[config.mk]
export PLATFORM = sky130hd
export DESIGN_NAME = cmd_resp_unit
export DESIGN_NICKNAME = d
export VERILOG_FILES = /design/src/rtl/cmdrsp_pkg.sv /design/src/rtl/rsp_assembler.sv /design/src/rtl/rsp_watchdog.sv /design/src/rtl/cmd_resp_unit.sv
export SDC_FILE = /design/constraint.sdc
export NUM_CORES = 1
export LEC_CHECK = 0
export ABC_CLOCK_PERIOD_IN_PS = 2600
export CORE_MARGIN = 1.5
export CORE_UTILIZATION = 45
export DETAILED_ROUTE_END_ITERATION = 6
export DONT_BUFFER_PORTS = 1
export MAX_ROUTING_LAYER = met4
export PLACE_DENSITY = 0.63
export SLEW_MARGIN = 20
export SYNTH_ARGS = -nofsm -noshare
export SYNTH_HDL_FRONTEND = slang
export SYNTH_SLANG_ARGS = --single-unit
[constraint.sdc]
create_clock -name clk -period 2.6 [get_ports clk]
set_clock_uncertainty 0.2 [all_clocks]
set_input_delay 0.26 -clock clk [delete_from_list [all_inputs] [get_ports clk]]
set_output_delay 0.26 -clock clk [all_outputs]
set_load 0.01 [all_outputs]
[src/rtl/cmdrsp_pkg.sv]
package cmdrsp_pkg;
    localparam int CMD_W        = 11;
    localparam int IDX_W        = 6;
    localparam int CMD_RSP_BIT  = 6;
    localparam int CMD_LONG_BIT = 7;
    localparam int CMD_IRQ_BIT  = 8;
    localparam int CMD_PEND_BIT = 9;
    localparam int CMD_EN_BIT   = 10;
    localparam int STAT_W       = 8;
    localparam int ST_TIMEOUT   = 2;
    localparam int ST_RESPEND   = 6;
    localparam int ST_SENT      = 7;

    typedef enum logic [1:0] {
        CS_IDLE,
        CS_ISSUE,
        CS_WAIT,
        CS_FINISH
    } cs_state_t;
endpackage

[src/rtl/rsp_assembler.sv]
module rsp_assembler #(
    parameter int BYTES = 16
) (
    input  logic                         clk,
    input  logic                         rst_n,
    input  logic                         clr,
    input  logic                         vld,
    input  logic [7:0]                   din,
    output logic [BYTES*8-1:0]           sh_out,
    output logic [$clog2(BYTES+2)-1:0]   cnt_out
);
    localparam int SH_W = BYTES * 8;
    localparam int CW   = $clog2(BYTES + 2);

    logic [SH_W-1:0] sh_q;
    logic [CW-1:0]   cnt_q;

    // Shift in bytes; the count saturates one past BYTES to mark an oversize reply.
    always_ff @(posedge clk) begin
        if (!rst_n || clr) begin
            sh_q  <= '0;
            cnt_q <= '0;
        end else if (vld) begin
            sh_q <= {sh_q[SH_W-9:0], din};
            if (cnt_q != CW'(BYTES + 1)) begin
                cnt_q <= cnt_q + 1'b1;
            end
        end
    end

    assign sh_out  = sh_q;
    assign cnt_out = cnt_q;
endmodule

[src/rtl/rsp_watchdog.sv]
module rsp_watchdog #(
    parameter int LIMIT = 64
) (
    input  logic clk,
    input  logic rst_n,
    input  logic run,
    output logic expired
);
    localparam int WW = $clog2(LIMIT + 1);

    logic [WW-1:0] cnt_q;

    always_ff @(posedge clk) begin
        if (!rst_n || !run) begin
            cnt_q <= '0;
        end else if (cnt_q != WW'(LIMIT - 1)) begin
            cnt_q <= cnt_q + 1'b1;
        end
    end

    assign expired = run && (cnt_q == WW'(LIMIT - 1));
endmodule

[src/rtl/cmd_resp_unit.sv]
module cmd_resp_unit
    import cmdrsp_pkg::*;
#(
    parameter int ARG_W       = 32,
    parameter int WORD_W      = 32,
    parameter int RSP_BYTES   = 16,
    parameter int TIMEOUT_CYC = 64
) (
    input  logic                      clk,
    input  logic                      rst_n,
    input  logic                      cmd_wr,
    input  logic [CMD_W-1:0]          cmd_wdata,
    input  logic                      arg_wr,
    input  logic [ARG_W-1:0]          arg_wdata,
    output logic [CMD_W-1:0]          cmd_rd,
    output logic                      req_valid,
    output logic [IDX_W-1:0]          req_index,
    output logic [ARG_W-1:0]          req_arg,
    input  logic                      rsp_byte_vld,
    input  logic [7:0]                rsp_byte,
    input  logic                      rsp_done,
    input  logic                      rsp_err,
    output logic [RSP_BYTES*8-1:0]    rsp_words,
    output logic [STAT_W-1:0]         stat_flags,
    output logic                      busy,
    output logic                      cmd_done
);
    localparam int SH_W        = RSP_BYTES * 8;
    localparam int NWORDS      = SH_W / WORD_W;
    localparam int CW          = $clog2(RSP_BYTES + 2);
    localparam int SHORT_BYTES = WORD_W / 8;

    cs_state_t          st_q, st_d;
    logic [CMD_W-1:0]   cmd_q;
    logic [ARG_W-1:0]   arg_q, arg_launch_q;
    logic               err_q;
    logic [SH_W-1:0]    words_q;
    logic [STAT_W-1:0]  stat_q;
    logic               done_q;

    logic [SH_W-1:0]    sh;
    logic [CW-1:0]      cnt;
    logic               wd_exp;
    logic               launch;
    logic               reply_end;

    logic [SH_W-1:0]    long_words, short_words, words_n;
    logic [STAT_W-1:0]  stat_n;
    logic               store_n;
    logic               len_ok;

    rsp_assembler #(.BYTES(RSP_BYTES)) u_asm (
        .clk     (clk),
        .rst_n   (rst_n),
        .clr     (st_q == CS_ISSUE),
        .vld     (rsp_byte_vld && (st_q == CS_WAIT)),
        .din     (rsp_byte),
        .sh_out  (sh),
        .cnt_out (cnt)
    );

    rsp_watchdog #(.LIMIT(TIMEOUT_CYC)) u_wd (
        .clk     (clk),
        .rst_n   (rst_n),
        .run     (st_q == CS_WAIT),
        .expired (wd_exp)
    );

    assign launch = (st_q == CS_IDLE) && cmd_wr && cmd_wdata[CMD_EN_BIT]
                    && !cmd_wdata[CMD_PEND_BIT];
    assign reply_end = rsp_done || rsp_err || wd_exp;

    // Long layout: earliest bytes land in word 0; last word drops its bit 0.
    for (genvar k = 0; k < NWORDS; k++) begin : g_word
        if (k == NWORDS - 1) begin : g_last
            assign long_words[k*WORD_W +: WORD_W] =
                sh[(NWORDS-1-k)*WORD_W +: WORD_W] & ~WORD_W'(1);
        end else begin : g_mid
            assign long_words[k*WORD_W +: WORD_W] = sh[(NWORDS-1-k)*WORD_W +: WORD_W];
        end
    end
    assign short_words = {{(SH_W-WORD_W){1'b0}}, sh[WORD_W-1:0]};

    // Verdict on the collected reply.
    always_comb begin
        len_ok  = (cnt == CW'(RSP_BYTES)) ||
                  ((cnt == CW'(SHORT_BYTES)) && !cmd_q[CMD_LONG_BIT]);
        stat_n  = '0;
        store_n = 1'b0;
        words_n = (cnt == CW'(RSP_BYTES)) ? long_words : short_words;
        if (err_q) begin
            stat_n[ST_TIMEOUT] = 1'b1;
        end else if (!cmd_q[CMD_RSP_BIT]) begin
            stat_n[ST_SENT] = 1'b1;
        end else if (len_ok) begin
            stat_n[ST_RESPEND] = 1'b1;
            store_n            = 1'b1;
        end else begin
            stat_n[ST_TIMEOUT] = 1'b1;
        end
    end

    // Next-state logic.
    always_comb begin
        st_d = st_q;
        unique case (st_q)
            CS_IDLE:   if (launch)    st_d = CS_ISSUE;
            CS_ISSUE:                 st_d = CS_WAIT;
            CS_WAIT:   if (reply_end) st_d = CS_FINISH;
            CS_FINISH:                st_d = CS_IDLE;
            default:                  st_d = CS_IDLE;
        endcase
    end

    // State register.
    always_ff @(posedge clk) begin
        if (!rst_n) st_q <= CS_IDLE;
        else        st_q <= st_d;
    end

    // Registered outputs and datapath.
    always_ff @(posedge clk) begin
        if (!rst_n) begin
            cmd_q        <= '0;
            arg_q        <= '0;
            arg_launch_q <= '0;
            err_q        <= 1'b0;
            words_q      <= '0;
            stat_q       <= '0;
            done_q       <= 1'b0;
        end else begin
            done_q <= 1'b0;
            if (arg_wr) arg_q <= arg_wdata;
            if (st_q == CS_IDLE && cmd_wr) begin
                cmd_q <= cmd_wdata;
                if (cmd_wdata[CMD_PEND_BIT]) cmd_q[CMD_EN_BIT] <= 1'b0;
            end
            if (launch) begin
                arg_launch_q <= arg_q;
                stat_q       <= '0;
            end
            unique case (st_q)
                CS_ISSUE: err_q <= 1'b0;
                CS_WAIT:  if (rsp_err || wd_exp) err_q <= 1'b1;
                CS_FINISH: begin
                    stat_q            <= stat_n;
                    if (store_n) words_q <= words_n;
                    cmd_q[CMD_EN_BIT] <= 1'b0;
                    done_q            <= 1'b1;
                end
                default: ;
            endcase
        end
    end

    assign cmd_rd     = cmd_q;
    assign req_valid  = (st_q == CS_ISSUE);
    assign req_index  = cmd_q[IDX_W-1:0];
    assign req_arg    = arg_launch_q;
    assign rsp_words  = words_q;
    assign stat_flags = stat_q;
    assign busy       = (st_q != CS_IDLE);
    assign cmd_done   = done_q;

    // a request is a single-cycle pulse
    assert_req_single_R2: assert property (@(posedge clk) disable iff (!rst_n)
        req_valid |=> !req_valid);

    // a pending write never produces a request
    assert_pending_noissue_R8: assert property (@(posedge clk) disable iff (!rst_n)
        (!busy && cmd_wr && cmd_wdata[CMD_EN_BIT] && cmd_wdata[CMD_PEND_BIT]) |=> !req_valid);

    // exactly one flag and enable cleared at completion
    assert_one_flag_R9: assert property (@(posedge clk) disable iff (!rst_n)
        cmd_done |-> ($countones(stat_flags) == 1) && !cmd_rd[CMD_EN_BIT]);

    // completion pulse lasts one cycle
    assert_done_pulse_R9: assert property (@(posedge clk) disable iff (!rst_n)
        cmd_done |=> !cmd_done);

    // short reply clears the upper words
    assert_short_upper_zero_R4: assert property (@(posedge clk) disable iff (!rst_n)
        (cmd_done && stat_flags[ST_RESPEND] && cnt == CW'(SHORT_BYTES))
        |-> (rsp_words[SH_W-1:WORD_W] == '0));

    // last word of a long reply has bit 0 clear
    assert_long_lsb_R5: assert property (@(posedge clk) disable iff (!rst_n)
        (cmd_done && stat_flags[ST_RESPEND] && cnt == CW'(RSP_BYTES))
        |-> !rsp_words[(NWORDS-1)*WORD_W]);

    // no flag is visible while a command is in flight
    assert_flags_clear_busy_R12: assert property (@(posedge clk) disable iff (!rst_n)
        (busy && st_q != CS_IDLE && $past(launch)) |-> (stat_flags == '0));
endmodule

==> results of run 1 <==
[final timing paths]
| path | startpoint | to | slack [ns] | cells past startpoint |
|---|---|---|---|---|
| worst min register to register | u_asm.sh_out[126] | u_asm.sh_out[126] | 0.26 | 2 |
| worst min-delay path | rsp_byte_vld | u_asm.sh_out[86] | 0.03 | 3 |
| worst max register to register | u_asm.cnt_out[2] | rsp_words[41] | 0.1 | 6 |
| worst max-delay path | u_asm.cnt_out[2] | rsp_words[41] | 0.1 | 6 |
[cell usage after synthesis (all sizes together) (8+ instances only)]
cell / count
mux2i: 66
nand2: 541
o22ai: 95
a21oi: 177
buf: 38
clkbuf: 95
nor2: 83
dfxtp: 349
a211oi: 33
ha: 8
inv: 8
[worst reg2reg max path, cell delays in order, from the launching register on]
cell and delay (ns):
dfxtp_1 0.41, or3b_1 0.43, a211oi_4 0.26, buf_4 0.17, clkbuf_16 0.22, o22ai_1 0.12
dlygate4sd3_1 0.58
[routing by layer]
layer | track usage, % | wire (um)
met4 | 7.933 | 1035
met5 | - | 0
met2 | 40.00 | 17800
met1 | 29.35 | 15390
met3 | 5.568 | 2550
[sequential cells by signal (all words and copies together) (netlist names)]
name           flops
u_wd.cnt_q         7
st_q               2
err_q              1
rsp_words        127
arg_q             32
u_asm.sh_out     128
cmd_done           1
req_arg           32
stat_flags         3
cmd_rd            11
u_asm.cnt_out      5
[area by class of cell]
class                      count  share of cell area [%]
clock inverter                 9                  0.5945
timing repair buffer         198                   13.31
clock buffer                  53                   6.539
sequential                   349                   43.68
multi-input combinational   1052                   32.73
tap                          378                   2.957
inverter                       8                  0.1956
[cells by family (layout without fill, tap and decap cells)]
| family | Yosys count | after routing |
|---|---|---|
| flip-flops | 349 | 349 |
| other | 1 | 6 |
| multiplexers | 66 | 66 |
| AO/OA/AOI/OAI | 314 | 314 |
| adder cells (fa/ha/maj) | 8 | 8 |
| AND/OR/NAND/NOR | 650 | 652 |
| XOR/XNOR | 6 | 6 |
| buffers and inverters | 141 | 268 |
[stage by stage]
stage	worst slack [ns]	setup TNS, ns	cell area [um^2]	hold slack (ns)	util, %
after detailed placement	0.3944	0	13010	0.2033	46.70
after floorplan	0.5900	0	12780	0.1960	-
after CTS	0.01297	0	15910	0.02189	57.11
after global routing	-0.01334	-0.03843	16000	0.05572	57.42
final	0.09617	0	16000	0.02819	57.42
after global placement	0.4713	0	13010	0.1988	46.70
[power by group]
part | internal [uW] | switching (uW)
sequential | 5450 | 121
combinational | 335 | 647
clock | 2980 | 2050
[repair_timing]
item                                    CTS  global route
gates resized for setup                   0             6
endpoints found under the setup margin    0            40
buffers inserted                          0             3
hold endpoints to repair                187             0
hold buffers                            174             0
==> metrics.txt, run 1 <==
# IOs=246; final WL=36,780 um; Worst-Skew Late Latency=0.50 ns; critical path launch point type=register; Synth cell types=36; final setup vio count=0; DRT iter0 DRCs=797; Slew headroom=52.24%; nets=1,712; main combinational cell family by area after synthesis=simple AND/OR/NAND/NOR gates; TritonCTS buffer count=37; min Tclk post-route=2.504 ns; commonest non-fill, non-tap cell in the layout=nand2_1; antenna cell count=0; fmax=399.4 MHz; most frequent cells in the layout=539 x nand2_1, 349 x dfxtp_1, 177 x a21oi_1; compound-gate portion of the synthesized area=14.35%; Critical path buffers and inverters=3; CP peak stage delay=0.58 ns; CORE AREA=27,860 um^2; CP arrival=2.69 ns; synthesized instance count=1,535; Tightest Hold Check Type=input port to register; pwr dens=723.8 nW/um^2; Post-synth EDFFs=0; CTS tree=yes; number of global-route vias before repair=10,290; Area Overhead vs Synth=25.32%; antenna violations before repair=0; DRC viols=0; fin cells=2,047; WL/cell=17.97 um; pin count of the biggest net entering global routing=112; XOR/XNOR Fraction of Synth Area=0.4117%; crit-path cells=or3b_1 -> a211oi_4 -> buf_4 -> clkbuf_16 -> o22ai_1 -> dlygate4sd3_1; part of the Yosys area used for sequential elements=54.74%; DPL Wire Length=20,700 um; Row Count=61; slew of the pin with the lowest slew margin=0.7163 ns; Synth Area in Simple Gates=19.67%; Chip Height=171.4 um; FF+latch area=6987 um^2; area leader, netlist=dfxtp_1; first-pass GRT wire length=54,880 um; top cells by area, synth=dfxtp_1 55%, nand2_1 16%, a21oi_1 6.9%; routability cong.=0.7925; syn_area_per_cell=8.315 um^2; CTS sink cnt=349; Clock transition at path regs=0.06 ns; multiplexer area fraction after synthesis=5.176%; area share of fa/ha/maj cells after synthesis=0.7842%; total track usage=24.26%; Final ANT Viol Nets=0; placed cells=1,804; YS warnings=0; share of layout cells above drive strength 1=5.812%; Netlist Area Pre-Place=12,760 um^2; Worst VDD drop=0.5122 mV; initial core utilization=45.82%; die area=29,380 um^2; CP max-delay cell=dlygate4sd3_1; Req. time, crit path=2.79 ns; port bufs=0; crit path max fanout=34; Root Buffer=clkbuf_16; Most used DFF post-synth=dfxtp_1; #FFs+latches synth=349; Synth async-reset ratio=0%; fillcell total=2,514; Vias/cell=5.330; Final Hold Viols=0; DIE WIDTH=171.4 um; Slew Viols, Final=0; vias after detailed routing=10,910; Lkg Pwr=0.005341 uW; Tot Pwr=11,580 uW; htree depth=2; post-synth top area share=54.74%; crit share post-route=96.30%; GRT overflow=0; max_cap viols=0; Top delay family on crit path=buffers and inverters; CTS Buffer Depth=3; Pre-antenna DRT Iters=5; CP endpoint kind=register; Setup CP Type=register to register; Multi-input gate area=5235 um^2; outcome=finished clean
(Power assumes the default switching activity.)
==> inputs of run 2 (changes only) <==
--- a/config.mk
+++ b/config.mk
@@ -5,7 +5,7 @@
 export SDC_FILE = /design/constraint.sdc
 export NUM_CORES = 1
 export LEC_CHECK = 0
-export ABC_CLOCK_PERIOD_IN_PS = 2600
+export ABC_CLOCK_PERIOD_IN_PS = 2900
 export CORE_MARGIN = 1.5
 export CORE_UTILIZATION = 45
 export DETAILED_ROUTE_END_ITERATION = 6
==> constraint.sdc (replaced) <==
create_clock -name clk -period 2.9 [get_ports clk]
set_clock_uncertainty 0.2 [all_clocks]
set_input_delay 0.29 -clock clk [delete_from_list [all_inputs] [get_ports clk]]
set_output_delay 0.29 -clock clk [all_outputs]
set_load 0.01 [all_outputs]
==> metrics.txt, run 2 (synthesized netlist as in run 1, its figures left out) <==
max FFs per register=128 (unchanged); most frequent cells in the layout=539 x nand2_1, 349 x dfxtp_1, 177 x a21oi_1; fin area=15,740 um^2 (-1.6%); routability cong.=0.7799 (-1.6%); Tightest Hold Check Type=input port to register; Root Buffer=clkbuf_16; WL/cell=17.63 um (-1.8%); Worst VDD drop=0.4756 mV (-7.1%); Slew Viols, Final=0 (unchanged); max_cap viols=0 (unchanged); CTS tree=yes; crit share post-route=94.25% (-2.1 points); critical path launch point type=register; Row Count=61 (unchanged); final hold slack=0.03636 ns (+0.008173 ns); antenna violations before repair=0 (unchanged); CP endpoint kind=register; Area Overhead vs Synth=23.32%; TritonCTS buffer count=37 (unchanged); Clock transition at path regs=0.06 ns (about the same); die area=29,380 um^2 (unchanged); CORE AREA=27,860 um^2 (unchanged); DRC viols=0 (unchanged); # resized after CTS=0 (unchanged); post-CTS setup buffers=0 (unchanged); pin count of the biggest net entering global routing=134 (+20%); number of global-route vias before repair=10,200 (-0.84%); Worst-Skew Late Latency=0.52 ns (+0.02 ns); Slew headroom=50.43% (-1.8 points); min Tclk post-route=2.733 ns (+0.2293 ns); slew of the pin with the lowest slew margin=0.7435 ns (+0.02719 ns); first-pass GRT wire length=55,280 um (+0.73%); CP arrival=2.92 ns (+0.23 ns); Req. time, crit path=3.09 ns (+0.30 ns); CTS sink cnt=349 (unchanged); DIE WIDTH=171.4 um (unchanged); Final Hold Viols=0 (unchanged); DRT iter0 DRCs=768 (-3.6%); Chip Height=171.4 um (unchanged); Final ANT Viol Nets=0 (unchanged); Vias/cell=5.336 (+0.11%); fillcell total=2,517 (+0.12%); Setup CP Type=register to register; Area after DPL=12,960 um^2 (-0.37%); RSZ-0062 raised after global routing=no; total track usage=24.44% (+0.17 points); final WL=35,620 um (-3.1%); htree depth=2 (unchanged); # IOs=246 (unchanged); port bufs=0 (unchanged); antenna cell count=0 (unchanged); outcome=finished clean; initial core utilization=45.82% (unchanged); final setup vio count=0 (unchanged); Tot Pwr=10,590 uW (-8.6%); Setup TNS Final=0 ns (unchanged); commonest non-fill, non-tap cell in the layout=nand2_1; CTS Buffer Depth=3 (unchanged); vias after detailed routing=10,780 (-1.2%); fmax=365.9 MHz (-8.4%); GRT overflow=0 (unchanged); nets=1,682 (-1.8%); share of layout cells above drive strength 1=5.055% (-0.76 points); Pre-antenna DRT Iters=5 (unchanged); pwr dens=672.6 nW/um^2 (-7.1%); Lkg Pwr=0.005237 uW (-2.0%); DPL Wire Length=20,520 um (-0.86%); crit path max fanout=62 (+82%)
-- run 2: cell count changes in the layout (fill, tap and decap cells not counted), moves of 4 or more --
cell           change
dlygate4sd3_1     -20
clkbuf_1           +5
clkinv_2           -6
buf_4              -4
-- run 2: power breakdown --
group          switching, uW  internal [uW]  leakage [uW]
Combinational            572            270       0.00183
Sequential               107           4880       0.00282
Clock                   1860           2890      0.000592
-- run 2: final timing paths --
kind                            slack (ns)                to  depth (start not counted)              from
worst max-delay path                  0.17     rsp_words[55]                          5  u_asm.cnt_out[2]
worst min-delay path                  0.04  u_asm.cnt_out[4]                          3             rst_n
worst max register to register        0.17     rsp_words[55]                          5  u_asm.cnt_out[2]
worst min register to register        0.25       req_arg[21]                          2         arg_q[21]
-- run 2: what timing repair did --
item                                   CTS  global route
hold buffers                           154             0
setup endpoints to repair                0             0
endpoints found under the hold margin  157             0
-- run 2: through the flow --
stage	cells	utilization [%]	setup slack, ns
5_1_grt	2020	56.50	0.02820
4_1_cts	2020	56.50	0.2056
3_5_place_dp	1801	46.53	0.6562
2_1_floorplan	1540	-	0.8900
3_3_place_gp	1801	46.53	0.7335
6_report	2020	56.50	0.1668
-- run 2: area by class of cell --
| type | instances | area, um^2 | share of cell area [%] |
|---|---|---|---|
| clock buffer | 60 | 1115 | 7.083 |
| clock inverter | 5 | 103.9 | 0.6598 |
| inverter | 8 | 31.28 | 0.1987 |
| multi-input combinational | 1050 | 5214 | 33.12 |
| sequential | 349 | 6987 | 44.39 |
| tap | 378 | 473.0 | 3.005 |
| timing repair buffer | 170 | 1817 | 11.54 |
-- run 2: routing by layer --
metal / GRT usage, % / routed length, um / vias to the layer above
li1: - / - / 5240
met1: 29.90 / 14800 / 5108
met2: 38.28 / 16620 / 352
met3: 6.995 / 2926 / 78
met4: 9.115 / 1271 / 0
met5: - / 0 / -
-- run 2: critical path, stage by stage, from the launching register on --
cell           delay [ns]
dfxtp_1              0.41
or3b_1               0.43
a211oi_4             0.48
buf_12               0.32
o22ai_1              0.12
dlygate4sd3_1        0.58
==> inputs of run 3 (changes only) <==
--- a/config.mk
+++ b/config.mk
@@ -12,6 +12,8 @@
 export DONT_BUFFER_PORTS = 1
 export MAX_ROUTING_LAYER = met4
 export PLACE_DENSITY = 0.63
+export RECOVER_POWER = 100
+export SKIP_CTS_REPAIR_TIMING = 1
 export SLEW_MARGIN = 20
 export SYNTH_ARGS = -nofsm -noshare
 export SYNTH_HDL_FRONTEND = slang
==> metrics.txt, run 3 (synthesized netlist as in run 1, its figures left out) <==
Lkg Pwr=0.005213 uW (-0.45%); Setup TNS Final=0 ns (unchanged); Root Buffer=clkbuf_16; Vias/cell=5.331 (about the same); Setup CP Type=input port to register; CTS Buffer Depth=3 (unchanged); crit path from=rst_n; DRC viols=0 (unchanged); initial core utilization=45.82% (unchanged); Worst Hold Depth=3 (unchanged); Slew headroom=9.860% (-41 points); CP arrival=2.93 ns (about the same); crit share post-route=92.86% (-1.4 points); min Tclk post-route=2.693 ns (-0.04032 ns); hold_sp=rst_n; vias after detailed routing=10,790 (+0.065%); RSZ-0062 raised after global routing=no; pin count of the biggest net entering global routing=198 (+48%); commonest non-fill, non-tap cell in the layout=nand2_1; htree depth=2 (unchanged); Final ANT Viol Nets=0 (unchanged); critical path endpoint=req_arg[15]; share of layout cells above drive strength 1=4.681% (-0.37 points); Reg2Reg Depth=6 (+1); Worst-Skew Late Latency=0.52 ns (about the same); CTS tree=yes; antenna cell count=0 (unchanged); DRT iter0 DRCs=875 (+14%); final WL=35,800 um (+0.50%); Row Count=61 (unchanged); Req. time, crit path=3.13 ns (+0.04 ns); most frequent cells in the layout=539 x nand2_1, 349 x dfxtp_1, 177 x a21oi_1; nets=1,685 (+0.18%); Worst VDD drop=0.5224 mV (+9.8%); max_cap viols=0 (unchanged); Tightest Hold Check Type=input port to register; CORE AREA=27,860 um^2 (unchanged); Slew Viols, Final=0 (unchanged); die area=29,380 um^2 (unchanged); slew of the pin with the lowest slew margin=1.352 ns (+0.6086 ns); fmax=371.4 MHz (+1.5%); Chip Height=171.4 um (unchanged); first-pass GRT wire length=50,160 um (-9.2%); R2R Path End=req_arg[15]; Clock transition at path regs=0.06 ns (about the same); outcome=finished clean; Pre-antenna DRT Iters=5 (unchanged); Final Hold Viols=0 (unchanged); Area Overhead vs Synth=22.74%; worst r2r src=st_q[1]; Reg2Reg Setup Slack=0.25 ns (+0.08 ns); critical path launch point type=input port; DIE WIDTH=171.4 um (unchanged); number of global-route vias before repair=9,022 (-12%); total track usage=22.14% (-2.3 points); # IOs=246 (unchanged); crit path max fanout=126 (+100%); WL/cell=17.70 um (+0.35%); antenna violations before repair=0 (unchanged); final setup vio count=0 (unchanged); GRT overflow=0 (unchanged); port bufs=0 (unchanged); max FFs per register=128 (unchanged); final core occ=56.24% (-0.26 points); CP endpoint kind=register; DPL Wire Length=20,520 um (unchanged); pwr dens=674.6 nW/um^2 (+0.30%); routability cong.=0.7799 (unchanged); CTS sink cnt=349 (unchanged); TritonCTS buffer count=37 (unchanged)
[run 3: how the worst min path moves through the flow]
stage | end | slack, ns
floorplan | u_asm.sh_out[0] | 0.23
global placement | cmd_rd[8] | 0.23
detailed placement | u_asm.sh_out[5] | 0.23
CTS | u_asm.sh_out[3] | -0.31
global route | u_asm.cnt_out[4] | 0.07
finish | u_asm.cnt_out[4] | 0.06
[run 3: power by group]
group / internal [uW] / switching [uW]
Combinational: 246 / 562
Sequential: 4880 / 108
Clock: 2890 / 1880
[run 3: metal layers]
| metal | routed length, um | global-route usage, % |
|---|---|---|
| met5 | 0 | - |
| met4 | 918 | 6.560 |
| met3 | 3153 | 6.650 |
| met2 | 16920 | 33.74 |
| met1 | 14810 | 28.32 |
[run 3: final cells by class]
class | count | area, um^2
sequential | 349 | 6987
tap | 378 | 473.0
inverter | 8 | 31.28
fill | 2517 | 12190
clock inverter | 5 | 103.9
multi-input combinational | 1050 | 5184
timing repair buffer | 173 | 1773
clock buffer | 60 | 1115
[run 3: through the flow]
stage	cell area, um^2	hold slack, ns	std cells	setup WS (ns)	power (uW)
final	15670	0.05886	2023	0.2071	10570
after global routing	15670	0.07095	2023	0.03599	10930
after CTS	14180	-0.3084	1866	0.6404	10480
after detailed placement	12960	0.2330	1801	0.6562	5753
after global placement	12960	0.2291	1801	0.7335	5741
after floorplan	12780	0.2260	1540	0.8900	5615
[run 3: worst max-delay path, stage by stage]
cell,delay (ns)
buf_16,0.32
clkinvlp_2,1.01
buf_12,0.52
clkbuf_2,0.33
a21oi_1,0.24
